`config.mk`:
```
export PLATFORM = sky130hd
export DESIGN_NAME = dp_flag_alu
export DESIGN_NICKNAME = d
export VERILOG_FILES = /design/src/rtl/dpalu_pkg.sv /design/src/rtl/dpalu_opsel.sv /design/src/rtl/dpalu_exec.sv /design/src/rtl/dpalu_stage.sv /design/src/rtl/dp_flag_alu.sv
export SDC_FILE = /design/constraint.sdc
export NUM_CORES = 1
export LEC_CHECK = 0
export ABC_AREA = 0
export BUFFER_PORTS_ARGS = -buffer_cell sky130_fd_sc_hd__buf_4
export CELL_PAD_IN_SITES_DETAIL_PLACEMENT = 1
export CELL_PAD_IN_SITES_GLOBAL_PLACEMENT = 1
export CORE_ASPECT_RATIO = 1.4
export CORE_MARGIN = 1
export CORE_UTILIZATION = 42
export CTS_BUF_LIST = sky130_fd_sc_hd__clkbuf_8
export DETAILED_ROUTE_END_ITERATION = 10
export GPL_TIMING_DRIVEN = 1
export PLACE_DENSITY_LB_ADDON = 0.1
export RECOVER_POWER = 50
export REMOVE_ABC_BUFFERS = 1
export SLEW_MARGIN = 20
export SYNTH_ARGS = -nofsm -noshare
export SYNTH_HDL_FRONTEND = slang
export SYNTH_HIERARCHICAL = 1
export SYNTH_SLANG_ARGS = --single-unit
export TNS_END_PERCENT = 100
```
`constraint.sdc`:
```
create_clock -name clk -period 3.1 [get_ports clk]
set_input_delay 0.62 -clock clk [delete_from_list [all_inputs] [get_ports clk]]
set_output_delay 0.62 -clock clk [all_outputs]
set_load 0.02 [all_outputs]
```
`src/rtl/dpalu_pkg.sv`:
```
package dpalu_pkg;
  typedef enum logic [3:0] {
    OP_AND = 4'd0,  OP_EOR = 4'd1,  OP_SUB = 4'd2,  OP_RSB = 4'd3,
    OP_ADD = 4'd4,  OP_ADC = 4'd5,  OP_SBC = 4'd6,  OP_RSC = 4'd7,
    OP_TST = 4'd8,  OP_TEQ = 4'd9,  OP_CMP = 4'd10, OP_CMN = 4'd11,
    OP_ORR = 4'd12, OP_MOV = 4'd13, OP_BIC = 4'd14, OP_MVN = 4'd15
  } alu_op_e;

  localparam int OPC_LSB   = 21;
  localparam int OPC_W     = 4;
  localparam int SFLAG_BIT = 20;
  localparam int RN_LSB    = 16;
  localparam int RD_LSB    = 12;
  localparam int REG_W     = 4;
  localparam logic [REG_W-1:0] PC_IDX = 4'd15;
  localparam int FLAG_N = 3;
  localparam int FLAG_Z = 2;
  localparam int FLAG_C = 1;
  localparam int FLAG_V = 0;

  function automatic logic op_is_test(alu_op_e op);
    return op inside {OP_TST, OP_TEQ, OP_CMP, OP_CMN};
  endfunction

  function automatic logic op_is_arith(alu_op_e op);
    return op inside {OP_SUB, OP_RSB, OP_ADD, OP_ADC, OP_SBC, OP_RSC, OP_CMP, OP_CMN};
  endfunction
endpackage

```
`src/rtl/dpalu_opsel.sv`:
```
module dpalu_opsel #(
  parameter int DW = 32,
  parameter int REG_W = 4,
  parameter int PC_NEAR = 8,
  parameter int PC_FAR = 12
) (
  input  logic [REG_W-1:0] rn_idx,
  input  logic [DW-1:0]    rn_val,
  input  logic [DW-1:0]    pc,
  input  logic             shift_by_reg,
  output logic [DW-1:0]    op1
);
  localparam logic [REG_W-1:0] PC_REG = {REG_W{1'b1}};
  localparam logic [DW-1:0] NEAR = DW'(PC_NEAR);
  localparam logic [DW-1:0] FAR  = DW'(PC_FAR);

  always_comb begin
    if (rn_idx == PC_REG) op1 = pc + (shift_by_reg ? FAR : NEAR);
    else                  op1 = rn_val;
  end
endmodule

```
`src/rtl/dpalu_exec.sv`:
```
module dpalu_exec
  import dpalu_pkg::*;
#(
  parameter int DW = 32
) (
  input  alu_op_e       op,
  input  logic          set_flags,
  input  logic          rd_is_pc,
  input  logic [DW-1:0] op1,
  input  logic [DW-1:0] op2,
  input  logic          shc,
  input  logic [3:0]    cur_nzcv,
  input  logic [3:0]    saved_nzcv,
  output logic [DW-1:0] result,
  output logic          wr_en,
  output logic [3:0]    nzcv,
  output logic          restore,
  output logic          flush
);
  localparam int MSB = DW - 1;

  logic [DW-1:0] add_a, add_b;
  logic          add_cin;
  logic [DW:0]   sum;
  logic          ovf;
  logic          is_test, is_arith;

  assign is_test  = op_is_test(op);
  assign is_arith = op_is_arith(op);

  always_comb begin
    add_a = op1;
    add_b = op2;
    add_cin = 1'b0;
    unique case (op)
      OP_SUB, OP_CMP: begin add_b = ~op2; add_cin = 1'b1; end
      OP_RSB:         begin add_a = op2; add_b = ~op1; add_cin = 1'b1; end
      OP_ADC:         add_cin = cur_nzcv[FLAG_C];
      OP_SBC:         begin add_b = ~op2; add_cin = cur_nzcv[FLAG_C]; end
      OP_RSC:         begin add_a = op2; add_b = ~op1; add_cin = cur_nzcv[FLAG_C]; end
      default:        ;
    endcase
  end

  assign sum = {1'b0, add_a} + {1'b0, add_b} + {{DW{1'b0}}, add_cin};
  assign ovf = (add_a[MSB] == add_b[MSB]) && (sum[MSB] != add_a[MSB]);

  always_comb begin
    unique case (op)
      OP_AND, OP_TST: result = op1 & op2;
      OP_EOR, OP_TEQ: result = op1 ^ op2;
      OP_ORR:         result = op1 | op2;
      OP_MOV:         result = op2;
      OP_BIC:         result = op1 & ~op2;
      OP_MVN:         result = ~op2;
      default:        result = sum[DW-1:0];
    endcase
  end

  assign wr_en   = !is_test;
  assign flush   = wr_en && rd_is_pc;
  assign restore = set_flags && wr_en && rd_is_pc;

  always_comb begin
    nzcv = cur_nzcv;
    if (restore) begin
      nzcv = saved_nzcv;
    end else if (set_flags) begin
      nzcv[FLAG_N] = result[MSB];
      nzcv[FLAG_Z] = (result == '0);
      nzcv[FLAG_C] = is_arith ? sum[DW] : shc;
      nzcv[FLAG_V] = is_arith ? ovf : cur_nzcv[FLAG_V];
    end
  end

  always_comb begin
    if (!set_flags) a_r6_flags_pass: assert (nzcv == cur_nzcv);
  end
endmodule

```
`src/rtl/dpalu_stage.sv`:
```
module dpalu_stage #(
  parameter int W = 8
) (
  input  logic         clk,
  input  logic         rst_n,
  input  logic         in_valid,
  output logic         in_ready,
  input  logic [W-1:0] in_data,
  output logic         out_valid,
  input  logic         out_ready,
  output logic [W-1:0] out_data
);
  logic         full;
  logic [W-1:0] hold;

  assign in_ready  = !full || out_ready;
  assign out_valid = full;
  assign out_data  = hold;

  always_ff @(posedge clk or negedge rst_n) begin
    if (!rst_n)        full <= 1'b0;
    else if (in_ready) full <= in_valid;
  end

  always_ff @(posedge clk) begin
    if (in_valid && in_ready) hold <= in_data;
  end

  a_r10_hold: assert property (@(posedge clk) disable iff (!rst_n)
    (out_valid && !out_ready) |=> (out_valid && $stable(out_data)));

  a_r10_stall_blocks: assert property (@(posedge clk) disable iff (!rst_n)
    (out_valid && !out_ready) |-> !in_ready);
endmodule

```
`src/rtl/dp_flag_alu.sv`:
```
module dp_flag_alu
  import dpalu_pkg::*;
#(
  parameter int DW = 32,
  parameter int IW = 32
) (
  input  logic          clk,
  input  logic          rst_n,
  input  logic          in_valid,
  output logic          in_ready,
  input  logic [IW-1:0] in_insn,
  input  logic [DW-1:0] in_pc,
  input  logic [DW-1:0] in_rn_val,
  input  logic [DW-1:0] in_op2,
  input  logic          in_shift_by_reg,
  input  logic          in_shc,
  input  logic [3:0]    in_nzcv,
  input  logic [3:0]    in_saved_nzcv,
  output logic          out_valid,
  input  logic          out_ready,
  output logic [DW-1:0] out_result,
  output logic          out_wr_en,
  output logic [3:0]    out_nzcv,
  output logic          out_restore,
  output logic          out_flush
);
  localparam int PW = DW + 7;

  alu_op_e          op;
  logic             sflag;
  logic [REG_W-1:0] rn_idx, rd_idx;
  logic [DW-1:0]    op1, res;
  logic             wr, rst_f, fl;
  logic [3:0]       flags;
  logic [PW-1:0]    pay_in, pay_out;

  assign op     = alu_op_e'(in_insn[OPC_LSB +: OPC_W]);
  assign sflag  = in_insn[SFLAG_BIT];
  assign rn_idx = in_insn[RN_LSB +: REG_W];
  assign rd_idx = in_insn[RD_LSB +: REG_W];

  dpalu_opsel #(.DW(DW), .REG_W(REG_W)) u_opsel (
    .rn_idx(rn_idx), .rn_val(in_rn_val), .pc(in_pc),
    .shift_by_reg(in_shift_by_reg), .op1(op1)
  );

  dpalu_exec #(.DW(DW)) u_exec (
    .op(op), .set_flags(sflag), .rd_is_pc(rd_idx == PC_IDX),
    .op1(op1), .op2(in_op2), .shc(in_shc),
    .cur_nzcv(in_nzcv), .saved_nzcv(in_saved_nzcv),
    .result(res), .wr_en(wr), .nzcv(flags), .restore(rst_f), .flush(fl)
  );

  assign pay_in = {res, wr, flags, rst_f, fl};

  dpalu_stage #(.W(PW)) u_stage (
    .clk(clk), .rst_n(rst_n),
    .in_valid(in_valid), .in_ready(in_ready), .in_data(pay_in),
    .out_valid(out_valid), .out_ready(out_ready), .out_data(pay_out)
  );

  assign {out_result, out_wr_en, out_nzcv, out_restore, out_flush} = pay_out;

  logic accept;
  assign accept = in_valid && in_ready;

  a_r3_no_write: assert property (@(posedge clk) disable iff (!rst_n)
    (accept && in_insn[OPC_LSB+3 -: 2] == 2'b10) |=> (out_valid && !out_wr_en && !out_flush));

  a_r5_logic_carry: assert property (@(posedge clk) disable iff (!rst_n)
    (accept && sflag && !op_is_arith(op) && !(wr && rd_idx == PC_IDX))
      |=> (out_nzcv[FLAG_C] == $past(in_shc) && out_nzcv[FLAG_V] == $past(in_nzcv[FLAG_V])));

  a_r8_restore: assert property (@(posedge clk) disable iff (!rst_n)
    (out_valid && out_restore) |-> (out_flush && out_wr_en));

  a_r9_flush: assert property (@(posedge clk) disable iff (!rst_n)
    (accept && !op_is_test(op) && rd_idx == PC_IDX) |=> out_flush);

  a_r10_latency: assert property (@(posedge clk) disable iff (!rst_n)
    accept |=> out_valid);
endmodule

```
==> results.yml, run 1 <==
floorplanning:
  dieWidth_um: 115.9
  fp-row-count: 57
  start_util_pct: 43.47
  ioPinCount: 183
  die_h_um: 161.4
synthesis:
  synth_area_um2: 7626
  synthCells: 1096
  synth_edf_count: 39
  yosysTopAreaCell: "edfxtp_1"
  yosysMostFrequentCell: "nand2_1"
  ys_types: 89
  synth_warnings: 6
  async_flop_share_pct: 2.500
  synth_area_leaders: "edfxtp_1 15%, ha_1 11%, o21ai_0 7.4%"
  yosysTopAreaCellShare_pct: 15.36
  synth_ff_type: "edfxtp_1"
  syn_avg_cell_area_um2: 6.958
  ys_seq_elements: 40
  synth_seq_area_share_pct: 15.68
  synthTopCellsByCount: "136 x nand2_1, 112 x o21ai_0, 95 x a21oi_1"
run_status:
  run.stop_error: "[ERROR DPL-0033] detailed placement checks failed during check placement."
  outcome: "did not finish"
  stop_stage: "clock tree synthesis (4_1_cts)"
clock_network:
  clock_path_buffers: 2
  cts_root_buf: "clkbuf_8"
  cts_setup_buffers: 60
  holdBufCountCts: 0
  clock-sinks: 40
  cts_made_buffers: 5
  htree_levels: 2
  ctsResizeCount: 250
placement:
  io_buffer_count: 163
  dp.final_hpwl_um: 33460
  post_dp_cell_area_um2: 11440
  gp_congestion: 0.9947
  placed_cells: 1765
through the flow:
step,setup slack (ns),utilization [%]
detailed placement,-2.729,65.20
global placement,-2.245,65.20
floorplan,-3.605,-
logic make-up after synthesis:
kind of cell | count (synthesis) | synth area share (%)
buffers and inverters | 155 | 8.220
AO/OA/AOI/OAI | 391 | 32.44
AND/OR/NAND/NOR | 372 | 23.95
XOR/XNOR | 56 | 6.431
adder cells (fa/ha/maj) | 67 | 11.19
flip-flops | 40 | 15.68
multiplexers | 15 | 2.084
==> run 2, diff against run 1 <==
- CELL_PAD_IN_SITES_DETAIL_PLACEMENT: 1 -> not set
- CELL_PAD_IN_SITES_GLOBAL_PLACEMENT: 1 -> not set
- CORE_ASPECT_RATIO: 1.4 -> not set
- CORE_UTILIZATION: 42 -> 27
- CTS_BUF_LIST: sky130_fd_sc_hd__clkbuf_8 -> not set
- PLACE_DENSITY_LB_ADDON: 0.1 -> 0.15
==> results.yml, run 2 <==
run_status:
  outcome: "finished, violations left"
  violations: "capacitance limit, slew limit, setup timing"
synthesis:
  yosysTopAreaCell: "edfxtp_1"
  yosysMostFrequentCell: "nand2_1"
  syn_avg_cell_area_um2: 6.958
  synth_edf_count: 39
  synthCells: 1096
  synth_area_um2: 7626
  synth_warnings: 6
  ys_types: 89
  synth_ff_type: "edfxtp_1"
  synth_seq_area_share_pct: 15.68
  ys_seq_elements: 40
  yosysTopAreaCellShare_pct: 15.36
  synthTopCellsByCount: "136 x nand2_1, 112 x o21ai_0, 95 x a21oi_1"
  synth_area_leaders: "edfxtp_1 15%, ha_1 11%, o21ai_0 7.4%"
  async_flop_share_pct: 2.500
sta:
  fin_skew_ns: 0.02071
  tightest_slew_ns: 2.181
  fin_setup_tns_ns: -31.35
  setup_viol: 31
  slew_headroom_pct: -45.37
  finalWorstPathRequiredPeriod_ns: 4.913
  hold_viol_final: 0
  slew_viol_final: 40
  min_period_over_period_pct: 158.5
  fin_ws_ns: -1.813
  clock.fmax_ghz: 0.2035
  grt_setup_unrepaired: "yes"
final_layout:
  syn2layout_area_growth_pct: 66.38
  final_core_util_pct: 45.67
  drive_gt1_share_pct: 41.40
  layout_common_cells: "480 x buf_4, 127 x nand2_1, 88 x nor2_1"
  final_common_cell: "buf_4"
  nNetsFinal: 1778
  final_area_um2: 12690
  antennaDiodeCount: 0
  largest_reg_flops: 39
  finalNonFillerCells: 1948
placement:
  dp_slack_ns: -2.447
  io_buffer_count: 163
  gp_congestion: 0.9212
  post_dp_cell_area_um2: 11630
  dp.final_hpwl_um: 26960
  placed_cells: 1912
global_routing:
  grt_max_degree: 43
  grt_antenna_before_repair: 0
  grt_pass1_vias: 9512
  grt_pass1_wl_um: 52060
  grtUsageTotal_pct: 23.41
  overflow: 0
clock_network:
  clkSlewWorstSetupHoldPaths_ns: 0.06
  clk_latency_ns: 0.31
  cts_root_buf: "clkbuf_16"
  cts_made_buffers: 5
  clock-sinks: 40
  cts_tree: "done"
  htree_levels: 2
  clock_path_buffers: 2
min_path:
  hold_class: "in -> async"
power_and_ir_drop:
  power.density_nw_per_um2: 331.2
  vdd_drop_max_mv: 0.2451
  total_leakage_power_nw: 5.757
drt:
  vias: 9969
  routedWlPerCell_um: 17.59
  initialDrtViolationCount: 626
  firstDrtPassIters: 7
  routed_wl_um: 34260
  drtAntennaViolNets: 0
  via_per_inst: 5.118
  drc: 0
floorplanning:
  ioPinCount: 183
  fp-row-count: 61
  die_h_um: 170.1
  dieArea_um2: 28920
  dieWidth_um: 170.1
  core_um2: 27780
  start_util_pct: 27.45
setup_path:
  arrival_ns: 4.95
  path_class: "in -> reg"
  cpMaxStageDelayCell: "or4_1"
  crit_required_ns: 3.14
  crit_path_end_kind: "flop"
  critPathMaxStageDelay_ns: 0.39
  critPathMostFrequentCell: "buf_4"
  path_max_fanout: 6
  worstSetupStartpointType: "primary input"
flow_run:
  maxCapViolations: 1
-- run 2: kinds of logic (layout without fill, tap and decap cells) --
group | count (synthesis) | in the layout | synth area share (%)
adders and majority gates | 67 | 67 | 11.19
DFF | 40 | 40 | 15.68
AOI/OAI and AO/OA | 391 | 391 | 32.44
muxes | 15 | 15 | 2.084
xor gates and xnor gates | 56 | 56 | 6.431
and+or+nand+nor | 372 | 372 | 23.95
buffers and inverters | 155 | 629 | 8.220
-- run 2: cell type report --
type,count,area (um^2)
clock buffer,5,125.1
fill,2913,15090
tap,378,473.0
multi-input combinational,901,6509
clock inverter,3,42.54
sequential,40,1196
inverter,85,321.6
timing repair buffer,536,4021
-- run 2: report_power, final --
| part | leakage, nW | internal, mW | switching (mW) |
|---|---|---|---|
| Sequential | 0.386 | 0.691 | 0.0201 |
| Combinational | 5.29 | 1.40 | 1.45 |
| Clock | 0.0814 | 0.380 | 0.260 |
-- run 2: final timing paths --
check	slack, ns	to	cells past startpoint	startpoint
min reg2reg	0.55	u_stage/out_valid	2	u_stage/out_valid
min	0.11	u_stage/out_valid	1	rst_n
min in group clk	0.53	u_stage/out_valid	2	in_valid
max	-1.81	u_stage/out_data[5]	27	in_pc[2]
max in group asynchronous	2.91	u_stage/out_valid	1	rst_n
max reg2reg	0.55	u_stage/out_data[30]	2	u_stage/out_valid
-- run 2: layer usage --
layer / wire (um) / track usage, %
met5: 0 / 0
met1: 16180 / 31.76
met4: 400 / 3.721
met3: 1669 / 2.256
met2: 16010 / 40.47
-- run 2: critical path, delay by kind of cell --
family          cells  cell delay (ns)
simple gates        7             1.24
buf+inv             8             0.98
mux                 2             0.49
compound gates      7             1.05
fa+ha+maj           3             0.58
-- run 2: repair_timing --
item,4_1_cts,5_1_grt
buffers inserted,16,18
hold buffers,0,0
pin swaps,71,55
resized for setup,105,95
gates cloned,0,0
setup endpoints to repair,32,32
-- run 2: stage by stage --
stage | hold WS, ns | power, mW
after floorplan | 0.3244 | 1.881
after global placement | 0.3968 | 3.192
after detailed placement | 0.3965 | 3.202
after CTS | 0.08208 | 4.033
after global routing | 0.1001 | 4.474
final | 0.1097 | 4.203
No activity file was read; power rests on OpenSTA's default activity.
